$ cat config.mk
export PLATFORM = sky130hd
export DESIGN_NAME = cfg_smb_target
export DESIGN_NICKNAME = d
export VERILOG_FILES = /design/src/rtl/cfg_smb_pkg.sv /design/src/rtl/cfg_smb_sync.sv /design/src/rtl/cfg_smb_regbank.sv /design/src/rtl/cfg_smb_target.sv
export SDC_FILE = /design/constraint.sdc
export NUM_CORES = 1
export LEC_CHECK = 0
export ABC_AREA = 1
export BUFFER_PORTS_ARGS = -buffer_cell sky130_fd_sc_hd__buf_2
export CAP_MARGIN = 20
export CELL_PAD_IN_SITES_DETAIL_PLACEMENT = 1
export CELL_PAD_IN_SITES_GLOBAL_PLACEMENT = 2
export CORE_MARGIN = 2
export CORE_UTILIZATION = 35
export DETAILED_ROUTE_END_ITERATION = 8
export HOLD_SLACK_MARGIN = 0.02
export PLACE_DENSITY = 0.89
export SYNTH_ARGS = -nofsm -noshare
export SYNTH_HDL_FRONTEND = slang
export SYNTH_SLANG_ARGS = --single-unit
$ cat constraint.sdc
create_clock -name clk -period 3.75 [get_ports clk]
set_input_delay 0.5625 -clock clk [delete_from_list [all_inputs] [get_ports clk]]
set_output_delay 0.5625 -clock clk [all_outputs]
set_load 0.1 [all_outputs]
$ cat src/rtl/cfg_smb_pkg.sv
package cfg_smb_pkg;

    typedef enum logic [3:0] {
        ST_IDLE,
        ST_ADDR,
        ST_ADDR_ACK,
        ST_OFFS,
        ST_OFFS_ACK,
        ST_CNT,
        ST_CNT_ACK,
        ST_WDATA,
        ST_WDATA_ACK,
        ST_TX,
        ST_TX_ACK,
        ST_HOLD,
        ST_IGNORE
    } smb_state_e;

endpackage

$ cat src/rtl/cfg_smb_sync.sv
module cfg_smb_sync (
    input  logic clk,
    input  logic rst_n,
    input  logic scl_i,
    input  logic sda_i,
    output logic scl_s,
    output logic sda_s,
    output logic scl_rise,
    output logic scl_fall,
    output logic start_det,
    output logic stop_det
);
    logic [1:0] scl_ff;
    logic [1:0] sda_ff;
    logic       scl_d;
    logic       sda_d;

    always_ff @(posedge clk or negedge rst_n) begin
        if (!rst_n) begin
            scl_ff <= 2'b11;
            sda_ff <= 2'b11;
            scl_d  <= 1'b1;
            sda_d  <= 1'b1;
        end else begin
            scl_ff <= {scl_ff[0], scl_i};
            sda_ff <= {sda_ff[0], sda_i};
            scl_d  <= scl_ff[1];
            sda_d  <= sda_ff[1];
        end
    end

    assign scl_s     = scl_ff[1];
    assign sda_s     = sda_ff[1];
    assign scl_rise  = scl_s & ~scl_d;
    assign scl_fall  = ~scl_s & scl_d;
    // SDA edges while SCL stays high on both samples
    assign start_det = scl_s & scl_d & sda_d & ~sda_s;
    assign stop_det  = scl_s & scl_d & ~sda_d & sda_s;

endmodule

$ cat src/rtl/cfg_smb_regbank.sv
module cfg_smb_regbank #(
    parameter int         NUM_REGS = 36,
    parameter int         BC_IDX   = 8,
    parameter logic [7:0] BC_RESET = 8'h0F,
    parameter int         ID_IDX   = 7,
    parameter logic [7:0] ID_VAL   = 8'h15,
    localparam int        PTR_W    = $clog2(NUM_REGS)
) (
    input  logic                  clk,
    input  logic                  rst_n,
    input  logic                  wr_en_i,
    input  logic [PTR_W-1:0]      wr_idx_i,
    input  logic [7:0]            wr_data_i,
    input  logic                  bc_wr_i,
    input  logic [6:0]            bc_data_i,
    output logic [NUM_REGS*8-1:0] regs_o,
    output logic [NUM_REGS-1:0]   wr_strobe_o
);

    for (genvar g = 0; g < NUM_REGS; g++) begin : g_reg
        if (g == ID_IDX) begin : g_ro
            assign regs_o[g*8 +: 8] = ID_VAL;
            assign wr_strobe_o[g]   = 1'b0;
        end else begin : g_rw
            logic [7:0] val_q;
            logic       stb_q;
            logic       hit;
            logic       bc_hit;

            assign hit    = wr_en_i && (wr_idx_i == PTR_W'(g));
            assign bc_hit = (g == BC_IDX) && bc_wr_i;

            always_ff @(posedge clk or negedge rst_n) begin
                if (!rst_n) begin
                    val_q <= (g == BC_IDX) ? {1'b0, BC_RESET[6:0]} : 8'h00;
                    stb_q <= 1'b0;
                end else begin
                    stb_q <= hit || bc_hit;
                    if (hit) begin
                        val_q <= (g == BC_IDX) ? {1'b0, wr_data_i[6:0]} : wr_data_i;
                    end else if (bc_hit) begin
                        val_q <= {1'b0, bc_data_i};
                    end
                end
            end

            assign regs_o[g*8 +: 8] = val_q;
            assign wr_strobe_o[g]   = stb_q;
        end
    end

    // never more than one strobe at a time
    p_strobe_onehot_r10: assert property (@(posedge clk) disable iff (!rst_n)
        $onehot0(wr_strobe_o));

    // a write request to a writable register is followed by its strobe
    p_write_strobes_r2: assert property (@(posedge clk) disable iff (!rst_n)
        (wr_en_i && (int'(wr_idx_i) != ID_IDX)) |=> wr_strobe_o[$past(wr_idx_i)]);

    // a count reload lands in the count register on the next cycle
    p_count_load_r7: assert property (@(posedge clk) disable iff (!rst_n)
        bc_wr_i |=> (regs_o[BC_IDX*8 +: 8] == {1'b0, $past(bc_data_i)}));

endmodule

$ cat src/rtl/cfg_smb_target.sv
module cfg_smb_target
    import cfg_smb_pkg::*;
#(
    parameter int         NUM_REGS = 36,
    parameter logic [6:0] TGT_ADDR = 7'h69,
    parameter int         BC_IDX   = 8,
    parameter logic [7:0] BC_RESET = 8'h0F,
    parameter int         ID_IDX   = 7,
    parameter logic [7:0] ID_VAL   = 8'h15
) (
    input  logic                  clk,
    input  logic                  rst_n,
    input  logic                  scl_i,
    input  logic                  sda_i,
    output logic                  sda_oe_o,
    output logic [NUM_REGS*8-1:0] regs_o,
    output logic [NUM_REGS-1:0]   wr_strobe_o
);
    localparam int PTR_W = $clog2(NUM_REGS);
    localparam logic [PTR_W-1:0] LAST_IDX = PTR_W'(NUM_REGS - 1);

    logic scl_s, sda_s, scl_rise, scl_fall, start_det, stop_det;

    smb_state_e state_q, state_d;

    logic [3:0]          bit_cnt_q;
    logic [7:0]          sh_q;
    logic [7:0]          tx_sh_q;
    logic                rw_q;
    logic                cnt_load_q;
    logic                mack_q;
    logic [6:0]          left_q;
    logic [PTR_W-1:0]    ptr_q;
    logic                wr_en_q;
    logic [PTR_W-1:0]    wr_idx_q;
    logic [7:0]          wr_data_q;
    logic                bc_wr_q;
    logic [6:0]          bc_data_q;
    logic                byte_done;
    logic                counting;
    logic                addr_hit;
    logic [NUM_REGS*8-1:0] regs_w;
    logic [7:0]          rd_byte;
    logic [7:0]          bc_byte;

    function automatic logic [PTR_W-1:0] ptr_inc(input logic [PTR_W-1:0] p);
        return (p == LAST_IDX) ? '0 : p + PTR_W'(1);
    endfunction

    cfg_smb_sync u_sync (
        .clk       (clk),
        .rst_n     (rst_n),
        .scl_i     (scl_i),
        .sda_i     (sda_i),
        .scl_s     (scl_s),
        .sda_s     (sda_s),
        .scl_rise  (scl_rise),
        .scl_fall  (scl_fall),
        .start_det (start_det),
        .stop_det  (stop_det)
    );

    cfg_smb_regbank #(
        .NUM_REGS (NUM_REGS),
        .BC_IDX   (BC_IDX),
        .BC_RESET (BC_RESET),
        .ID_IDX   (ID_IDX),
        .ID_VAL   (ID_VAL)
    ) u_bank (
        .clk         (clk),
        .rst_n       (rst_n),
        .wr_en_i     (wr_en_q),
        .wr_idx_i    (wr_idx_q),
        .wr_data_i   (wr_data_q),
        .bc_wr_i     (bc_wr_q),
        .bc_data_i   (bc_data_q),
        .regs_o      (regs_w),
        .wr_strobe_o (wr_strobe_o)
    );

    assign regs_o    = regs_w;
    assign rd_byte   = regs_w[int'(ptr_q)*8 +: 8];
    assign bc_byte   = regs_w[BC_IDX*8 +: 8];
    assign byte_done = (bit_cnt_q == 4'd8);
    assign addr_hit  = (sh_q[7:1] == TGT_ADDR);
    assign counting  = (state_q == ST_ADDR) || (state_q == ST_OFFS) ||
                       (state_q == ST_CNT)  || (state_q == ST_WDATA) ||
                       (state_q == ST_TX);

    // state register
    always_ff @(posedge clk or negedge rst_n) begin
        if (!rst_n) begin
            state_q <= ST_IDLE;
        end else begin
            state_q <= state_d;
        end
    end

    // next state: bus conditions first, then byte boundaries on SCL falls
    always_comb begin
        state_d = state_q;
        if (start_det) begin
            state_d = ST_ADDR;
        end else if (stop_det) begin
            state_d = ST_IDLE;
        end else if (scl_fall) begin
            unique case (state_q)
                ST_IDLE, ST_HOLD, ST_IGNORE: state_d = state_q;
                ST_ADDR:      if (byte_done) state_d = addr_hit ? ST_ADDR_ACK : ST_IGNORE;
                ST_ADDR_ACK:  state_d = rw_q ? ST_TX : ST_OFFS;
                ST_OFFS:      if (byte_done) state_d = ST_OFFS_ACK;
                ST_OFFS_ACK:  state_d = ST_CNT;
                ST_CNT:       if (byte_done) state_d = (sh_q == 8'h00) ? ST_IGNORE : ST_CNT_ACK;
                ST_CNT_ACK:   state_d = cnt_load_q ? ST_HOLD : ST_WDATA;
                ST_WDATA:     if (byte_done) state_d = (left_q == 7'd0) ? ST_IGNORE : ST_WDATA_ACK;
                ST_WDATA_ACK: state_d = ST_WDATA;
                ST_TX:        if (byte_done) state_d = ST_TX_ACK;
                ST_TX_ACK:    state_d = mack_q ? ST_TX : ST_IGNORE;
                default:      state_d = ST_IDLE;
            endcase
        end
    end

    // datapath: shift registers, pointer, counters, register requests
    always_ff @(posedge clk or negedge rst_n) begin
        if (!rst_n) begin
            bit_cnt_q  <= '0;
            sh_q       <= '0;
            tx_sh_q    <= '1;
            rw_q       <= 1'b0;
            cnt_load_q <= 1'b0;
            mack_q     <= 1'b0;
            left_q     <= '0;
            ptr_q      <= '0;
            wr_en_q    <= 1'b0;
            wr_idx_q   <= '0;
            wr_data_q  <= '0;
            bc_wr_q    <= 1'b0;
            bc_data_q  <= '0;
        end else begin
            wr_en_q <= 1'b0;
            bc_wr_q <= 1'b0;
            if (start_det || stop_det) begin
                bit_cnt_q <= '0;
            end else if (scl_rise) begin
                if (counting) begin
                    bit_cnt_q <= bit_cnt_q + 4'd1;
                    sh_q      <= {sh_q[6:0], sda_s};
                end
                if (state_q == ST_TX_ACK) begin
                    mack_q <= ~sda_s;
                end
            end else if (scl_fall) begin
                if (byte_done) begin
                    bit_cnt_q <= '0;
                end
                case (state_q)
                    ST_ADDR: begin
                        if (byte_done) rw_q <= sh_q[0];
                    end
                    ST_ADDR_ACK: begin
                        if (rw_q) tx_sh_q <= bc_byte;
                    end
                    ST_OFFS: begin
                        if (byte_done) begin
                            ptr_q <= (int'(sh_q) < NUM_REGS) ? sh_q[PTR_W-1:0] : '0;
                        end
                    end
                    ST_CNT: begin
                        if (byte_done) begin
                            cnt_load_q <= sh_q[7];
                            left_q     <= sh_q[6:0];
                            if (sh_q[7]) begin
                                bc_wr_q   <= 1'b1;
                                bc_data_q <= sh_q[6:0];
                            end
                        end
                    end
                    ST_WDATA: begin
                        if (byte_done && (left_q != 7'd0)) begin
                            wr_en_q   <= (int'(ptr_q) != ID_IDX);
                            wr_idx_q  <= ptr_q;
                            wr_data_q <= sh_q;
                            ptr_q     <= ptr_inc(ptr_q);
                            left_q    <= left_q - 7'd1;
                        end
                    end
                    ST_TX: begin
                        if (!byte_done) tx_sh_q <= {tx_sh_q[6:0], 1'b1};
                    end
                    ST_TX_ACK: begin
                        if (mack_q) begin
                            tx_sh_q <= rd_byte;
                            ptr_q   <= ptr_inc(ptr_q);
                        end
                    end
                    default: ;
                endcase
            end
        end
    end

    // outputs
    always_comb begin
        sda_oe_o = 1'b0;
        unique case (state_q)
            ST_ADDR_ACK, ST_OFFS_ACK, ST_CNT_ACK, ST_WDATA_ACK: sda_oe_o = 1'b1;
            ST_TX:   sda_oe_o = ~tx_sh_q[7];
            default: sda_oe_o = 1'b0;
        endcase
    end

    // the target only moves SDA while SCL is low
    p_sda_moves_scl_low_r12: assert property (@(posedge clk) disable iff (!rst_n)
        !$stable(sda_oe_o) |-> !scl_s);

    // the offset pointer never leaves the register space
    p_ptr_in_range_r8: assert property (@(posedge clk) disable iff (!rst_n)
        int'(ptr_q) < NUM_REGS);

endmodule

---- Word level (Yosys, flattened, before mapping) ----
Index checks and enable logic that the tools add are counted.
cells by class
  add/sub/neg operators ................... 3
  $lt $le $gt $ge ......................... 1
  equality and inequality tests ........... 63
  shift-type cells ........................ 1
  mux-type cells .......................... 47
  bitwise operators ....................... 14
  reduce and logical (&&, ||, !) cells .... 67
operator list
  operator                                             count
  indexed part select 288 x 10 -> 8 bit                1
  equality test 6 x 5 -> 1 bit, second input constant  16
  2-to-1 mux 4 bit                                     17
  equality test 6 x 4 -> 1 bit, second input constant  8
  one-hot mux 4 bit (11 select lines)                  1
  2-to-1 mux 8 bit                                     5
  logical AND 1 bit                                    36
  equality test 6 bit, second input constant           5
  2-to-1 mux 6 bit                                     5
  equality test 4 bit, second input constant           6
  one-hot mux 8 bit (3 select lines)                   1
  AND reduction 7 bit                                  3
  != test 4 bit, second input constant                 5
  equality test 6 x 3 -> 1 bit, second input constant  3
  one-hot mux 6 bit (3 select lines)                   1
  equality test 4 x 3 -> 1 bit, second input constant  4
  AND reduction 5 bit                                  3
  nonzero test 3 bit                                   5
  2-to-1 mux 7 bit                                     2
  one-hot mux 7 bit (2 select lines)                   1
  equality test 6 x 2 -> 1 bit, second input constant  2
  AND reduction 6 bit                                  2
  2-to-1 mux 1 bit                                     11
  != test 2 bit, second input constant                 5
  26 further kinds                                     48
storage, ports and cells
  bits in registers ....................... 384
  input port bits ......................... 4
  output and inout port bits .............. 325
  word-level logic and storage cells ...... 284

---- Logic depth before layout (Yosys ltp) ----
  word-level depth ........................ 8
  depth in mapped cells ................... 14
  mapped depth without buffers ............ 12

---- Hierarchy ----
From an unflattened synthesis, not the netlist that was laid out.
second synthesis, totals
  cells, all modules ...................... 2274
  area total of the unflattened synthesis .. 18451.4 sq um
by module, submodules not included
  module           instances  cells an instance  area each (sq um)  sequential area each (sq um)
  cfg_smb_regbank  1          1163               12034.0            7862.5
  cfg_smb_target   1          1094               6218.5             1586.5
  cfg_smb_sync     1          17                 198.9              157.7

---- Worst setup path after synthesis ----
OpenSTA, ideal clock, no wires.
  path kind ............................... register -> output
  from .................................... register state_q[1]
  to ...................................... output sda_oe_o
  arrival ................................. 2.872 ns
  data required time ...................... 3.188 ns
  setup slack ............................. 0.315 ns
  stages on the path, launching flop included .. 4
  cell sequence ........................... dfrtp_1 nor2_1 nand3_1 o21ai_0
on the way
  word-level cells in the longest chain between the ends .. 3
  elaborated cells between the ends (all ways) .. 7
ends and longest elaborated chain
  element                                               line                   text
  from (decl)                                           cfg_smb_target.sv:24   smb_state_e state_q, state_d;
  from (signal assigned)                                cfg_smb_target.sv:95   state_q <= state_d;
  equality test 4 x 2 -> 1 bit (tied with other cells)  cfg_smb_target.sv:206  unique case (state_q)
  OR reduction 4 bit                                    cfg_smb_target.sv:206
  one-hot mux 1 bit (2 select lines) (*)                cfg_smb_target.sv:206
  to (decl)                                             cfg_smb_target.sv:15   output logic sda_oe_o,
Mark *: on every way between the ends. The rest lies on a longest branch, timed or not.

---- Worst setup path after layout ----
  from .................................... register state_q[0]
  to ...................................... output sda_oe_o
Same word-level chain as after synthesis.

==> results.yml <==
run:
  maxCapViolCount: 0
global_route:
  met2_usage: 0.462
  use_met3: 0.0479
  grt_max_degree: 125
  gr-usage-all-layers: 0.281
  grt_use_met1: 0.371
  grt.busiest_layer: "met2"
  grt_overflow: 0
  antenna_found_initial: 0
  grt_pass1_vias: 17200
  grt_pass1_wl_um: 113000
sta:
  rsz0062_at_grt: "no"
  fin_crit_sh: 0.754
  slew_headroom: 0.289
  max_slew.worst_pin.slew_ns: 1.06
  hold_viol_final: 0
  whs_ns: 0.0396
  fin_skew_ns: 0.0209
  setup_viol: 0
  timing.fmax_ghz: 0.354
  min_period_ns: 2.83
  maxSlewViolCount: 0
  setup_tns_ns: 0
place:
  dp.final_hpwl_um: 55300
  gp_congestion: 0.909
  dpl-instance-area_um2: 20100
  port_buffers: 318
clocking:
  clockBufferDepth: 3
  cts.sink_count: 383
  post_cts_resized: 0
  clockRootBuffer: "clkbuf_16"
  path_clk_slew_ns: 0.06
  numCtsBuffers: 44
  tritoncts: "built"
  h-tree-depth: 2
  holdBufCountCts: 0
  insertion_delay_ns: 0.58
  post_cts_buffers: 0
synthesis:
  syn_avg_cell_area_um2: 7.88
  yosysSeqAreaShare: 0.530
  synth_area_um2: 18100
  ys_warn_count: 0
  synthArstFlopShare: 1.00
  synth.distinct_cells: 40
  synth_edf_count: 0
  synthFlopType: "dfrtp_1"
  syn_inst: 2301
  synth-seq-cells: 383
setup_path:
  cp_max_fo: 4
  arrival_ns: 2.26
  end_kind: "output port"
  critPathRequiredTime_ns: 3.19
  worstSetupStartpointType: "flip-flop"
  rr_worst_depth: 9
  setup.worst_path.class: "reg2out"
routing:
  drt_first_pass_iters: 5
  wire_per_inst_um: 23.4
  routed-via-count: 17100
  drc_errors: 0
  post_drt_via_cell_ratio: 5.26
  finalWirelength_um: 76100
  postRouteAntennaNets: 0
  drt_iter0_drc: 1382
layout:
  layout_commonest_cell: "nand2_1"
  drive_gt1_frac: 0.186
  postLayoutCellArea_um2: 21600
  nets: 2552
  syn2layout_area_growth_pct: 18.8
  mostFrequentLayoutCells: "nand2_1 (657), o21ai_0 (385), dfrtp_1 (363)"
  antenna_cells: 0
  fin_util: 0.420
pwr:
  power_density_nw_per_um2: 410
  ir_drop_uv: 279
  p_leak_nw: 10.9
die:
  die_area_um2: 53700
  rows: 83
  ios: 329
  die_y_um: 232
  start_util: 0.354
  core_um2: 51300
  die_w_um: 232
worst_hold_path:
  min_path_type: "in2async"
run_status:
  outcome: "completed"
[state kept, by name, indices dropped and copies added (netlist names)]
signal,cells
bc_data_q,7
bc_wr_q,1
bit_cnt_q,4
cnt_load_q,1
left_q,7
mack_q,1
ptr_q,6
rw_q,1
sh_q,8
state_q,4
tx_sh_q,8
u_bank.g.g_rw.stb_q,35
u_bank.g.g_rw.val_q,279
u_sync.scl_d,1
u_sync.scl_ff,2
u_sync.sda_d,1
u_sync.sda_ff,2
wr_data_q,8
wr_en_q,1
wr_idx_q,6
[stage by stage]
step | power [mW] | worst slack, ns | std cells
3_5_place_dp | 4.51 | 1.07 | 3173
6_report | 8.83 | 0.924 | 3255
4_1_cts | 8.90 | 0.932 | 3253
3_3_place_gp | 4.50 | 1.09 | 3173
5_1_grt | 9.09 | 0.819 | 3255
2_1_floorplan | 4.37 | 0.315 | 2309
[worst paths after layout]
| kind | slack (ns) | end | from |
|---|---|---|---|
| worst max-delay path | 0.92 | sda_oe_o | state_q[0] |
| worst min-delay path | 0.04 | u_bank.g_reg[13].g_rw.stb_q | rst_n |
| worst max register to register | 0.96 | tx_sh_q[3] | ptr_q[0] |
| worst min register to register | 0.36 | u_sync.sda_ff[1] | u_sync.sda_ff[0] |
| max in group asynchronous | 2.65 | u_bank.g_reg[8].g_rw.val_q[0] | rst_n |
| min in group clk | 0.09 | u_sync.scl_ff[0] | scl_i |
[worst max-delay path: stages (launching register included)]
cell and delay (ns):
dfrtp_1 0.38, inv_1 0.09, nor2_1 0.25, nand3_1 0.23, o21ai_0 0.27, buf_2 0.47
[cells by family (layout without fill, tap and decap cells)]
kind of cell / Yosys count / in the layout / share of synthesized area
buf+inv: 429 / 695 / 0.103
xor+xnor: 6 / 6 / 0.00290
flops: 383 / 383 / 0.530
other cells: 2 / 10 / 0.000414
simple gates: 974 / 974 / 0.217
compound gates: 500 / 500 / 0.143
fa+ha+maj: 7 / 7 / 0.00483
[synth_stat cells, types with 2 or more instances]
library cell,instances,area (um2)
a211oi_1,2,15.0
a21oi_1,73,365
a31oi_1,3,18.8
buf_2,44,220
buf_4,51,383
clkbuf_1,67,251
clkinv_1,4,15.0
conb_1,2,7.51
dfrtp_1,365,9130
dfstp_2,18,473
ha_1,7,87.6
inv_1,254,953
inv_2,7,26.3
nand2_1,657,2470
nand2_2,3,18.8
nand3_1,110,551
nand4_1,6,37.5
nor2_1,163,612
nor2_2,20,125
nor2_4,2,22.5
nor3_1,5,25.0
nor3_2,2,20.0
nor4_1,2,12.5
o211ai_1,7,52.6
o21ai_0,385,1930
o21ai_1,6,30.0
o221ai_1,7,61.3
o22ai_1,12,75.1
or2_2,2,12.5
xor2_1,5,43.8
[metal layers]
metal,vias to the layer above,share of wire,wire (um)
li1,7725,-,-
met1,8707,0.42,32300
met2,539,0.48,36400
met3,145,0.058,4400
met4,0,0.039,2980
met5,-,0,0
[layout make-up]
cell class              instances  area, um2
flip-flops and latches        383       9610
clock buffers                  68       1350
clock inverters                12        110
fillers                      6311      29700
multi-input cells            1497       6700
well taps                     680        851
inverters                     265        996
repair buffers                350       1940
[report_power, final]
part / internal [mW] / switching, mW
Clock: 2.61 / 1.79
Sequential: 4.16 / 0.0164
Combinational: 0.0440 / 0.213
Total: 6.81 / 2.02
Power figures use the tool's default switching activity.
